**src/rtl/tod_alarm_pkg.sv**
```systemverilog
package tod_alarm_pkg;
    localparam int DW       = 8;
    localparam int NFIELD   = 4;
    localparam int AW       = 3;
    localparam int MASK_BIT = 7;
    localparam int EN_BIT   = 0;
    localparam int SEL_BIT  = 2;
    localparam int FLAG_BIT = 0;

    localparam logic [AW-1:0] ADR_SEC  = 3'd0;
    localparam logic [AW-1:0] ADR_MIN  = 3'd1;
    localparam logic [AW-1:0] ADR_HOUR = 3'd2;
    localparam logic [AW-1:0] ADR_DAY  = 3'd3;
    localparam logic [AW-1:0] ADR_CTRL = 3'd4;
    localparam logic [AW-1:0] ADR_STAT = 3'd5;

    typedef struct packed {
        logic irq_en;
        logic out_sel;
    } ctrl_t;
endpackage

```
**src/rtl/tod_alarm_regs.sv**
```systemverilog
module tod_alarm_regs
    import tod_alarm_pkg::*;
#(
    parameter int W  = DW,
    parameter int NF = NFIELD,
    parameter int A  = AW
) (
    input  logic          clk,
    input  logic          rst_n,
    input  logic          we,
    input  logic [A-1:0]  addr,
    input  logic [W-1:0]  wdata,
    input  logic          flag,
    output logic [W-1:0]  rdata,
    output logic [NF*W-1:0] alarm_flat,
    output ctrl_t         ctrl,
    output logic          flag_clr
);
    logic [W-1:0] alm_q [NF];
    logic [W-1:0] alm_d [NF];
    ctrl_t        ctrl_q, ctrl_d;

    always_comb begin
        for (int i = 0; i < NF; i++) begin
            alm_d[i] = alm_q[i];
            if (we && (int'(addr) == i))
                alm_d[i] = wdata;
        end
        ctrl_d = ctrl_q;
        if (we && addr == ADR_CTRL) begin
            ctrl_d.irq_en  = wdata[EN_BIT];
            ctrl_d.out_sel = wdata[SEL_BIT];
        end
    end

    // alarm storage deliberately carries no reset
    always_ff @(posedge clk) begin
        for (int i = 0; i < NF; i++)
            alm_q[i] <= alm_d[i];
    end

    always_ff @(posedge clk or negedge rst_n) begin
        if (!rst_n) ctrl_q <= '0;
        else        ctrl_q <= ctrl_d;
    end

    assign flag_clr = we && (addr == ADR_STAT) && !wdata[FLAG_BIT];
    assign ctrl     = ctrl_q;

    genvar g;
    generate
        for (g = 0; g < NF; g++) begin : g_flat
            assign alarm_flat[g*W +: W] = alm_q[g];
        end
    endgenerate

    always_comb begin
        rdata = '0;
        if (int'(addr) < NF) begin
            rdata = alm_q[addr[1:0]];
        end else if (addr == ADR_CTRL) begin
            rdata[EN_BIT]  = ctrl_q.irq_en;
            rdata[SEL_BIT] = ctrl_q.out_sel;
        end else if (addr == ADR_STAT) begin
            rdata[FLAG_BIT] = flag;
        end
    end

    // a control write that drops the enable takes effect next cycle
    p_en_drop_r8: assert property (@(posedge clk) disable iff (!rst_n)
        (we && addr == ADR_CTRL && !wdata[EN_BIT]) |=> !ctrl.irq_en);
endmodule

```
**src/rtl/tod_alarm_match.sv**
```systemverilog
module tod_alarm_match
    import tod_alarm_pkg::*;
#(
    parameter int W  = DW,
    parameter int NF = NFIELD,
    parameter int MB = MASK_BIT
) (
    input  logic [NF*W-1:0] alarm_flat,
    input  logic [NF*W-1:0] now_flat,
    output logic            match
);
    logic [NF-1:0] hit;

    genvar g;
    generate
        for (g = 0; g < NF; g++) begin : g_fld
            logic [W-1:0] a_b, n_b;
            assign a_b    = alarm_flat[g*W +: W];
            assign n_b    = now_flat[g*W +: W];
            assign hit[g] = a_b[MB] || (a_b[MB-1:0] == n_b[MB-1:0]);
        end
    endgenerate

    assign match = &hit;
endmodule

```
**src/rtl/tod_alarm_flag.sv**
```systemverilog
module tod_alarm_flag
    import tod_alarm_pkg::*;
(
    input  logic  clk,
    input  logic  rst_n,
    input  logic  tick,
    input  logic  match,
    input  logic  clr,
    input  ctrl_t ctrl,
    input  logic  sqw_in,
    output logic  flag,
    output logic  irq_n
);
    typedef struct packed { logic flag; } st_t;
    st_t st_q, st_d;

    always_comb begin
        st_d = st_q;
        if (clr)           st_d.flag = 1'b0;
        if (tick && match) st_d.flag = 1'b1;   // set wins over clear
    end

    always_ff @(posedge clk or negedge rst_n) begin
        if (!rst_n) st_q <= '0;
        else        st_q <= st_d;
    end

    assign flag  = st_q.flag;
    assign irq_n = ctrl.out_sel ? !(st_q.flag && ctrl.irq_en) : sqw_in;

    p_set_on_match_r3: assert property (@(posedge clk) disable iff (!rst_n)
        (tick && match) |=> flag);
    p_no_set_off_tick_r9: assert property (@(posedge clk) disable iff (!rst_n)
        (!flag && !tick) |=> !flag);
    p_hold_until_clr_r7: assert property (@(posedge clk) disable iff (!rst_n)
        (flag && !clr) |=> flag);
    p_clr_clears_r7: assert property (@(posedge clk) disable iff (!rst_n)
        (clr && !tick) |=> !flag);
endmodule

```
**src/rtl/tod_alarm_unit.sv**
```systemverilog
module tod_alarm_unit
    import tod_alarm_pkg::*;
(
    input  logic       clk,
    input  logic       rst_n,
    input  logic       bus_we,
    input  logic [2:0] bus_addr,
    input  logic [7:0] bus_wdata,
    output logic [7:0] bus_rdata,
    input  logic       tick_1hz,
    input  logic [7:0] now_sec,
    input  logic [7:0] now_min,
    input  logic [7:0] now_hour,
    input  logic [7:0] now_day,
    input  logic       sqw_in,
    output logic       irq_sqw_n
);
    localparam int FW = NFIELD * DW;

    logic [FW-1:0] alarm_flat, now_flat;
    ctrl_t         ctrl;
    logic          flag_clr, flag, match;

    assign now_flat = {now_day, now_hour, now_min, now_sec};

    tod_alarm_regs #(.W(DW), .NF(NFIELD), .A(AW)) u_regs (
        .clk, .rst_n,
        .we(bus_we), .addr(bus_addr), .wdata(bus_wdata),
        .flag, .rdata(bus_rdata),
        .alarm_flat, .ctrl, .flag_clr
    );

    tod_alarm_match #(.W(DW), .NF(NFIELD), .MB(MASK_BIT)) u_match (
        .alarm_flat, .now_flat, .match
    );

    tod_alarm_flag u_flag (
        .clk, .rst_n,
        .tick(tick_1hz), .match, .clr(flag_clr),
        .ctrl, .sqw_in, .flag, .irq_n(irq_sqw_n)
    );

    // dropping the enable with the interrupt routed releases the pin
    p_en_clear_release_r8: assert property (@(posedge clk) disable iff (!rst_n)
        (bus_we && bus_addr == ADR_CTRL && !bus_wdata[EN_BIT] && bus_wdata[SEL_BIT])
        |=> irq_sqw_n);
endmodule

```
**config.mk**
```make
export PLATFORM = sky130hd
export DESIGN_NAME = tod_alarm_unit
export DESIGN_NICKNAME = d
export VERILOG_FILES = /design/src/rtl/tod_alarm_pkg.sv /design/src/rtl/tod_alarm_regs.sv /design/src/rtl/tod_alarm_match.sv /design/src/rtl/tod_alarm_flag.sv /design/src/rtl/tod_alarm_unit.sv
export SDC_FILE = /design/constraint.sdc
export NUM_CORES = 1
export LEC_CHECK = 0
export BUFFER_PORTS_ARGS = -buffer_cell sky130_fd_sc_hd__buf_4
export CAP_MARGIN = 10
export CORE_ASPECT_RATIO = 1.5
export CORE_MARGIN = 10
export CORE_UTILIZATION = 50
export CTS_BUF_LIST = sky130_fd_sc_hd__clkbuf_4
export DETAILED_ROUTE_END_ITERATION = 8
export GPL_ROUTABILITY_DRIVEN = 0
export PLACE_DENSITY = 0.91
export RECOVER_POWER = 25
export SLEW_MARGIN = 20
export SYNTH_ARGS = -nofsm -noshare
export SYNTH_HDL_FRONTEND = slang
export SYNTH_SLANG_ARGS = --single-unit
```
**constraint.sdc**
```tcl
create_clock -name clk -period 3.5 [get_ports clk]
set_input_delay 0.7 -clock clk [delete_from_list [all_inputs] [get_ports clk]]
set_output_delay 0.7 -clock clk [all_outputs]
set_load 0.02 [all_outputs]
```
==> results.md, run 1 <==
- Before CTS, the worst setup slack after placement is 0.8831 ns.
- The clock root buffer is sky130_fd_sc_hd__clkbuf_4.
- The number of setup buffers added after CTS is 0.
- The final setup slack of the worst path is 0.8953 ns.
- The Yosys warning count is 0.
- The floorplan has 26 rows.
- The final design utilization is 65.68%.
- The share of the Yosys chip area taken by registers is 59.70%.
- The chip width is 68.10 um.
- The number of antenna violations at the first check in global routing is 0.
- The largest incremental delay on the critical path is 0.54 ns.
- The detail route stage leaves a number of antenna-violating nets equal to 0.
- The largest delay contributor family on the critical path is multiplexers.
- Post-CTS repair changed the size of 0 cells.
- The type of the worst min-delay path is input pin to async pin.
- By instance count, the cell type seen most on the critical path is sky130_fd_sc_hd__buf_4.
- The power density of the placed cells is 411.0 mW/mm^2.
- The final clock skew is 0.008516 ns.
- The number of maximum-capacitance constraint violations is 0.
- The count of vias placed by the detailed router is 1,169.
- The data arrival time at the worst-slack endpoint is 1.90 ns.
- The total clock sinks is 35.
- In the final timing run, aggregate negative setup slack is 0 ns.
- The first-pass GRT wire length is 6.706 mm.
- The TritonCTS clock tree is done.
- The H-tree was split into 2 levels.
- For this run the aggregate overflow at the end of global routing stands at 0.
- The clock buffer count from CTS is 5.
- Pin placement for this block handled 57 I/O pins.
- Derived from the worst setup path, the maximum achievable clock frequency is 0.3839 GHz.
- The analysis attributes to cell leakage a power of 0.8299 nW.
- For this configuration, the core starts out at a cell density of 51.29%.
- The count of filler cells inserted in the layout is 281.
- The synthesized netlist net count is 158.
- By area the synthesized netlist is led by sky130_fd_sc_hd__edfxtp_1 55%, sky130_fd_sc_hd__mux4_2 10%, sky130_fd_sc_hd__xor2_1 8.1%.
- Measured against its own limit, the worst slew margin works out to 48.96%.
- Dividing the final minimum period by the clock period gives 74.42%.
- The maximum number of pins on one net before global-route repair is 16.
- The number of buffers between clock root and the deepest sink is 2.
- The layout cell share with drive strength beyond 1 is 39.88%.
- The critical path contains buffers and inverters numbering 2 combined.
- The post-synthesis instance area is 0.001735 sq mm.
- The worst-case IR drop observed on VDD is 0.0003422 V.
- In the final routed layout, each cell accounts on average for 20.98 um.
- The kind of start point of the critical path is an input pin.
- The biggest area consumer among synthesized cells is sky130_fd_sc_hd__edfxtp_1.
- The final net count is 215.
- Counting flops and latches in the post-synthesis netlist gives 35.
- The area growth from synthesis to layout is 28.05%.
- The height of the die is 92.16 um.
- The DRC violations left is 0.
- The design draws 0.9134 mW.
- At the pin with the least slew margin, the transition time is 0.7628 ns.
- The flow ran to the end, and the final reports show no timing, DRC or antenna violations.
- In the routed layout, each cell is associated on average with a via count of 5.567.
- In the final layout, flip-flops and latches occupy 0.001036 sq mm.
- The share of the synthesized area in the top cell type is 55.37%.
- The number of I/O port buffers is 52.
- Setup repair after global routing left no endpoint under its margin.
- The clock-pin slew on the worst setup and hold paths is 0.10 ns.
- STA classifies the critical path endpoint as a primary output.
- The first detailed-routing pass ran for 4 iterations.
- The number of hold buffers added after CTS was 0.
- After technology mapping, the gate count stands at 110.
- The number of pins with negative max-slew slack in the final report was 0.
- The count of final hold-check violations is 0.
- Of all nets on the critical path, the largest fanout is 15.
- The highest-delay cell along the critical path is sky130_fd_sc_hd__mux4_2.
- Setup violations remaining at the end of the flow were counted as 0.
- The core region is 0.003383 sq mm.
- The overall track demand over capacity in global routing is 14.54%.
- At the later pin of the worst-skew pair, clock insertion delay measures 0.33 ns.
- The startpoint-to-endpoint class of the critical path is input pin to primary output.
- The antenna diode count is 0.
- In the final layout, the multi-input gates occupy 670.6 sq um.
- The final routed wirelength across all metal layers is 4.406 mm.
- The via count of the first global-routing pass is 1,314.
- Averaged over all synthesized cells, the footprint is 15.78 sq um.
- Data on the critical path is required at its endpoint by 2.80 ns.
- Traced cell by cell, the critical path runs through buf_4 -> mux4_2 -> mux2_2 -> buf_4.
- The HPWL after detailed placement is 3.530 mm.
- In this run, the number of DRC markers left after iteration 0 of detailed routing was 34.
- The post-synthesis cell type count is 27.
- The time the final worst path needs with I/O delays and setup is 2.605 ns.
- The floorplan step defined a die boundary enclosing 0.006276 sq mm.
## routing by layer
layer / vias to the layer above / wire length, um / share of wire, % / track usage, %
li1: 539 / - / - / -
met1: 573 / 1464 / 33 / 14.68
met3: 6 / 294 / 6.7 / 5.238
met4: 0 / 42 / 0.95 / 5.219
met5: - / 0 / 0 / 0
met2: 51 / 2605 / 59 / 25.93
## state kept, by name (all words and copies together), names as in the netlist
name / flops
u_regs.ctrl: 2
u_regs.alm_q: 32
u_flag.flag: 1
## cell families (layout without fill, tap and decap cells)
kind of cell	count (synthesis)	after routing	share of synthesized area (%)
compound gates	8	8	3.750
simple gates	22	22	7.859
buf+inv	5	63	1.658
xor+xnor	28	28	14.13
flops	35	35	59.70
mux	12	12	12.91
## where the power goes
part	switching, mW	internal (mW)	leakage [nW]
logic	0.0699	0.0804	0.461
clock network	0.126	0.147	0.0426
registers	0.0139	0.477	0.327
## cell usage in the layout, fill, tap and decap left out, types with 2 or more instances in the layout
master                     count
sky130_fd_sc_hd__buf_4        48
sky130_fd_sc_hd__edfxtp_1     32
sky130_fd_sc_hd__dfrtp_1       3
sky130_fd_sc_hd__clkbuf_4      5
sky130_fd_sc_hd__xnor2_1      12
sky130_fd_sc_hd__nor2_1        3
sky130_fd_sc_hd__mux2_2        3
sky130_fd_sc_hd__xor2_1       16
sky130_fd_sc_hd__nand2b_1      2
sky130_fd_sc_hd__nor3_1        2
sky130_fd_sc_hd__nor2b_1       6
sky130_fd_sc_hd__clkbuf_1      6
sky130_fd_sc_hd__nand2_1       2
sky130_fd_sc_hd__mux4_2        8
sky130_fd_sc_hd__nor4_1        3
sky130_fd_sc_hd__a41oi_1       3
## synth_stat cells
cell type	instances
sky130_fd_sc_hd__inv_1	1
sky130_fd_sc_hd__nor3_1	2
sky130_fd_sc_hd__nor4_1	3
sky130_fd_sc_hd__a41oi_1	3
sky130_fd_sc_hd__edfxtp_1	32
sky130_fd_sc_hd__mux2_2	3
sky130_fd_sc_hd__and4b_1	1
sky130_fd_sc_hd__xnor2_1	12
sky130_fd_sc_hd__o31ai_1	1
sky130_fd_sc_hd__a31oi_1	1
sky130_fd_sc_hd__nor2b_1	6
sky130_fd_sc_hd__mux2i_1	1
sky130_fd_sc_hd__and4_1	1
sky130_fd_sc_hd__nand2_1	2
sky130_fd_sc_hd__a22oi_1	1
sky130_fd_sc_hd__nor2_1	3
sky130_fd_sc_hd__buf_6	1
sky130_fd_sc_hd__dfrtp_1	3
sky130_fd_sc_hd__nor3b_1	1
sky130_fd_sc_hd__mux4_2	8
sky130_fd_sc_hd__xor2_1	16
sky130_fd_sc_hd__o41ai_1	1
sky130_fd_sc_hd__clkbuf_1	1
sky130_fd_sc_hd__nor4_2	1
sky130_fd_sc_hd__nand2b_1	2
sky130_fd_sc_hd__buf_2	2
sky130_fd_sc_hd__o32ai_1	1
## per-stage QoR
stage	cells	hold slack, ns	cell area (sq um)
after floorplan	110	0.4044	1735
after global placement	202	0.4910	2168
after detailed placement	202	0.4938	2168
after CTS	210	0.1260	2245
after global routing	210	0.1485	2222
final	210	0.1571	2222
## final timing paths
check | from | endpoint | slack [ns] | depth (start not counted)
max in group asynchronous | rst_n | u_flag.flag$_DFFE_PN0P_ | 3.18 | 1
min in group clk | u_regs.ctrl[1]$_DFFE_PN0P_ | u_regs.ctrl[1]$_DFFE_PN0P_ | 0.56 | 1
min reg2reg | u_regs.ctrl[1]$_DFFE_PN0P_ | u_regs.ctrl[1]$_DFFE_PN0P_ | 0.56 | 1
max reg2reg | u_regs.alm_q[0][2]$_DFFE_PP_ | u_flag.flag$_DFFE_PN0P_ | 1.82 | 4
min | rst_n | u_regs.ctrl[1]$_DFFE_PN0P_ | 0.16 | 1
max | bus_addr[0] | bus_rdata[0] | 0.90 | 4
## layout make-up
class                           instances  share of cell area, %
Sequential cell                        35                  46.62
Multi-Input combinational cell         70                  30.18
Timing Repair Buffer                   54                  17.23
Tap cell                               42                  2.365
Clock inverter                          3                  1.745
Clock buffer                            5                  1.689
Inverter                                1                 0.1689
No activity file was read; power rests on OpenSTA's default activity.
==> run 2, diff against run 1 <==
--- a/config.mk
+++ b/config.mk
@@ -5,15 +5,16 @@
 export SDC_FILE = /design/constraint.sdc
 export NUM_CORES = 1
 export LEC_CHECK = 0
+export ABC_AREA = 1
 export BUFFER_PORTS_ARGS = -buffer_cell sky130_fd_sc_hd__buf_4
 export CAP_MARGIN = 10
 export CORE_ASPECT_RATIO = 1.5
 export CORE_MARGIN = 10
-export CORE_UTILIZATION = 50
+export CORE_UTILIZATION = 48
 export CTS_BUF_LIST = sky130_fd_sc_hd__clkbuf_4
 export DETAILED_ROUTE_END_ITERATION = 8
 export GPL_ROUTABILITY_DRIVEN = 0
-export PLACE_DENSITY = 0.91
+export PLACE_DENSITY = 0.9
 export RECOVER_POWER = 25
 export SLEW_MARGIN = 20
 export SYNTH_ARGS = -nofsm -noshare
==> constraint.sdc (replaced) <==
create_clock -name clk -period 2.3 [get_ports clk]
set_input_delay 0.46 -clock clk [delete_from_list [all_inputs] [get_ports clk]]
set_output_delay 0.46 -clock clk [all_outputs]
set_load 0.02 [all_outputs]
==> run 2 against run 1 <==
Sequential cell count did not move. Routed wire length rose by 9.6%. Global-route usage fell by 0.65 points. Sequential share of layout area fell by 3.0 points. Clock skew is 0.0013 ns higher. Worst hold slack better by 0.17 ns. Clock power rose by 16%. First-iteration DRC count rose to 2.7 times the previous value. Critical path depth is 3 higher. Largest power group unchanged. Via count up 37%. Largest cell class unchanged. Worst setup slack worse by 0.59 ns. Clock-buffer cell count grew 1.
==> results.md, run 2 <==
- The run finished with clean final reports.
- Setup violations remaining at the end of the flow were counted as 0.
- Across all register-to-register paths, the minimum setup slack is 1.02 ns.
- The min-delay analysis places its worst path in the category input pin to register.
- The actual slew at the worst max-slew pin is 0.3927 ns.
- The cell that appears most often on the critical path is sky130_fd_sc_hd__buf_4.
- When the netlist entered floorplanning its net count stood at 250.
- For the worst setup path, the data required time is 1.84 ns.
- The chip width is 70.82 um.
- The first routing iteration left 91 violations.
- Global routing used 13.89% of the available tracks.
- Counting I/O delays and the setup requirement, the final critical path takes 1.994 ns.
- The critical path goes through buf_4 -> inv_2 -> nor2_2 -> buf_4 -> a221oi_1 -> a21oi_1 -> buf_4.
- The number of maximum-capacitance constraint violations is 0.
- The number of antenna violations at the first check in global routing was 0.
- The starting density of the core is 50.03%.
- The gate count of the mapped netlist is 202.
- The startpoint of the most critical setup path is bus_addr[0].
- The share of synthesized area in the top cell type comes to 51.68%.
- Clock-pin slew was measured on the worst setup and hold paths at 0.10 ns.
- The analysis attributes to cell leakage a power of 1.097 nW.
- During synthesis, Yosys emitted a total of 0 warnings.
- The fmax is 0.5016 GHz.
- The worst-case vdd ir drop is 0.0004794 V.
- The largest incremental delay on the critical path is 0.38 ns.
- The die covers 0.006814 sq mm.
- Setup repair after global routing left no endpoint under its margin.
- The antenna diode count is 0.
- Sorting the synthesized cells by how often they occur yields 60 x sky130_fd_sc_hd__nand2_1, 32 x sky130_fd_sc_hd__edfxtp_1, 31 x sky130_fd_sc_hd__inv_1.
- Of the cells placed in the final design, the portion with a size suffix greater than 1 is 25.09%.
- The HPWL after detailed placement is 3.955 mm.
- The worst setup path is launched from an input pin.
- The number of buffers between clock root and the deepest sink is 2.
- The filler cells instantiated in the layout total 326.
- The data arrival time at the worst-slack endpoint is 1.53 ns.
- The leading cell type in the layout, fill and taps excluded is sky130_fd_sc_hd__nand2_1.
- The slowest stage of the critical path belongs to the cell sky130_fd_sc_hd__a221oi_1.
- Counting buffers and inverters, the worst setup path is 7 cells deep.
- The most used flip-flop cell after synthesis is sky130_fd_sc_hd__edfxtp_1.
- The buffer and inverter count on the worst path is 4.
- The via count of the first global-routing pass is 1,683.
- The H-tree was split into 2 levels.
- The biggest area consumer among synthesized cells is sky130_fd_sc_hd__edfxtp_1.
- Following the worst setup path forward leads to its endpoint at bus_rdata[0].
- The core region is 0.003716 sq mm.
- The first-pass GRT wire length is 7.369 mm.
- The count of vias placed by the detailed router is 1,602.
- For this run, the detailed router's first-pass iteration total came to 5.
- The number of placement rows is 27.
- The endpoint identified for the worst register-to-register timing path is u_flag.flag$_DFFE_PN0P_.
- Global routing finished with a remaining overflow of 0.
- The DRC violations left is 0.
- Sorting the synthesized cells by area gives the leading types as sky130_fd_sc_hd__edfxtp_1 52%, sky130_fd_sc_hd__nand2_1 12%, sky130_fd_sc_hd__inv_1 6.3%.
- The post-synthesis sequential area ratio is 55.72%.
- The maximum number of pins on one net before global-route repair is 12.
- For this design, the sink count on the clock tree is 35.
- The count of final hold-check violations came to 0.
- The switching power as a share of total power is 25.30%.
- The worst setup path is of the input pin to primary output kind.
- The post-route fraction of the period consumed by the critical path is 86.67%.
- The source of the worst register-to-register timing path is u_regs.alm_q[3][2]$_DFFE_PP_.
- Post-CTS timing repair inserted 0 buffers for setup.
- The final routed wirelength across all metal layers is 4.831 mm.
- Counting flops with a built-in enable in the synthesized netlist gives 32.
- The fraction of synthesis flops using an asynchronous set or reset pin is 8.571%.
- The net count of the finished layout is 314.
- The number of pins with negative max-slew slack in the final report is 0.
- The mean routed wirelength per cell is 15.58 um.
- The internal cell power is 0.9727 mW.
- The later pin in the worst-skew pair is clocked with a latency of 0.34 ns.
- The TritonCTS clock tree is done.
- The sequential fraction of design power is 57.4%.
- The total negative slack is 0 ns.
- The top cell types in the final layout, fill and taps aside, are 60 x sky130_fd_sc_hd__nand2_1, 53 x sky130_fd_sc_hd__buf_4, 32 x sky130_fd_sc_hd__edfxtp_1.
- The switching power of the nets is 0.3294 mW.
- The worst hold path stage count is 1.
- The root buffer cell chosen for the clock tree is sky130_fd_sc_hd__clkbuf_4.
- In this run the count of I/O pins placed on the die edge is 57.
- Synthesis inferred 35 register bits.
- For this design the ratio of total power to cell area is 548.6 mW/mm^2.
- By instance count, the leading cell after synthesis is sky130_fd_sc_hd__nand2_1.
- The final antenna-violating net count is 0.
- The sort of element at the end of the critical path is a primary output.
- Dividing the synthesized area by the synthesized cell count gives 9.204 sq um.
- Counting the buffers created by CTS gives 5.
- The number of I/O port buffers is 52.
- The largest fanout of any net on the critical path is 9.
- The flip-flop count of the largest register after layout is 32.
- Headroom to the max-slew limit came out at 73.82%.
- Measured in cells, the most critical reg-to-reg path has a length of 6.
- The netlist uses 24 different library cells.
- The via-per-instance ratio is 5.168.
- The fraction of power consumed by combinational cells is 18.4%.
- Counting flops per register, the top entry is u_regs.alm_q.
- From synthesis to final layout, the design area changed by 27.66%.
- The worst hold slack after final layout is 0.3244 ns.
- Per report_power, the clock group accounts for 24.2% of the total.
- The floorplan step set the die height to 96.23 um.
- The final clock skew is 0.009775 ns.
- The post-synthesis instance area is 0.001859 sq mm.
- The largest delay contributor family on the critical path is buffers and inverters.
[run 2: cell types whose count changed after synthesis, moves of 6 or more]
| cell | change |
|---|---|
| sky130_fd_sc_hd__nand2_1 | +58 |
| sky130_fd_sc_hd__xor2_1 | -13 |
| sky130_fd_sc_hd__a21oi_1 | +6 |
| sky130_fd_sc_hd__a22oi_1 | +6 |
| sky130_fd_sc_hd__nand3_1 | +6 |
| sky130_fd_sc_hd__nor2b_1 | -6 |
| sky130_fd_sc_hd__mux4_2 | -8 |
| sky130_fd_sc_hd__nor2_1 | +18 |
| sky130_fd_sc_hd__inv_1 | +30 |
[run 2: final cells by class]
class | count | area [sq um] | share of cell area, %
clock inverters | 2 | 12.51 | 0.5271
multi-input cells | 131 | 671.9 | 28.31
clock buffers | 6 | 45.04 | 1.898
flip-flops and latches | 35 | 1036 | 43.65
repair buffers | 60 | 430.4 | 18.13
well taps | 43 | 53.80 | 2.267
inverters | 33 | 123.9 | 5.219
[run 2: cell families after synthesis]
| group | synth area share (%) |
|---|---|
| compound gates | 9.758 |
| xor+xnor | 6.595 |
| buf+inv | 8.142 |
| flops | 55.72 |
| mux | 1.211 |
| simple gates | 18.57 |
[run 2: how the worst min path moves through the flow]
stage | startpoint | end | slack, ns
after global placement | rst_n | u_flag.flag$_DFFE_PN0P_ | 0.25
after floorplan | rst_n | u_flag.flag$_DFFE_PN0P_ | 0.16
after global routing | bus_wdata[2] | u_regs.alm_q[2][2]$_DFFE_PP_ | 0.31
after CTS | bus_wdata[6] | u_regs.alm_q[0][6]$_DFFE_PP_ | 0.30
after detailed placement | rst_n | u_flag.flag$_DFFE_PN0P_ | 0.25
final | bus_wdata[2] | u_regs.alm_q[0][2]$_DFFE_PP_ | 0.32
[run 2: routing by layer]
metal / up-vias / track usage, % / wire, um
met1: 730 / 11.20 / 1560
met2: 68 / 27.31 / 2685
met5: - / 0 / 0
met4: 0 / 10.03 / 187
li1: 786 / - / -
met3: 18 / 4.222 / 397
[run 2: power by group through the flow]
stage | Sequential, mW | Clock [mW] | Combinational (mW)
final | 0.747 | 0.316 | 0.239
after CTS | 0.746 | 0.331 | 0.245
after global routing | 0.751 | 0.363 | 0.261
after floorplan | 0.755 | 0 | 0.121
after global placement | 0.759 | 0 | 0.235
after detailed placement | 0.760 | 0 | 0.242
[run 2: per-stage QoR]
stage                     instances  setup WS, ns  total power [mW]  area [sq um]  util [%]
after floorplan                 202        0.5304            0.8762          1859         -
after global placement          301        0.3749            0.9931          2328     62.66
after detailed placement        301        0.3310             1.003          2328     62.66
after CTS                       310        0.3309             1.321          2396     64.48
after global routing            310        0.2640             1.374          2374     63.87
final                           310        0.3065             1.302          2374     63.87
[run 2: repair_timing]
item                      4_1_cts  5_1_grt
hold endpoints to repair        3        0
hold buffers                    1        0
resized for setup               0        0
[run 2: worst reg2reg max path, stage by stage (launching register included)]
cell	delay, ns
sky130_fd_sc_hd__edfxtp_1	0.43
sky130_fd_sc_hd__xor2_1	0.17
sky130_fd_sc_hd__nor2_1	0.10
sky130_fd_sc_hd__nand2_1	0.08
sky130_fd_sc_hd__o21ai_0	0.17
sky130_fd_sc_hd__nand2_1	0.09
sky130_fd_sc_hd__o21bai_1	0.14
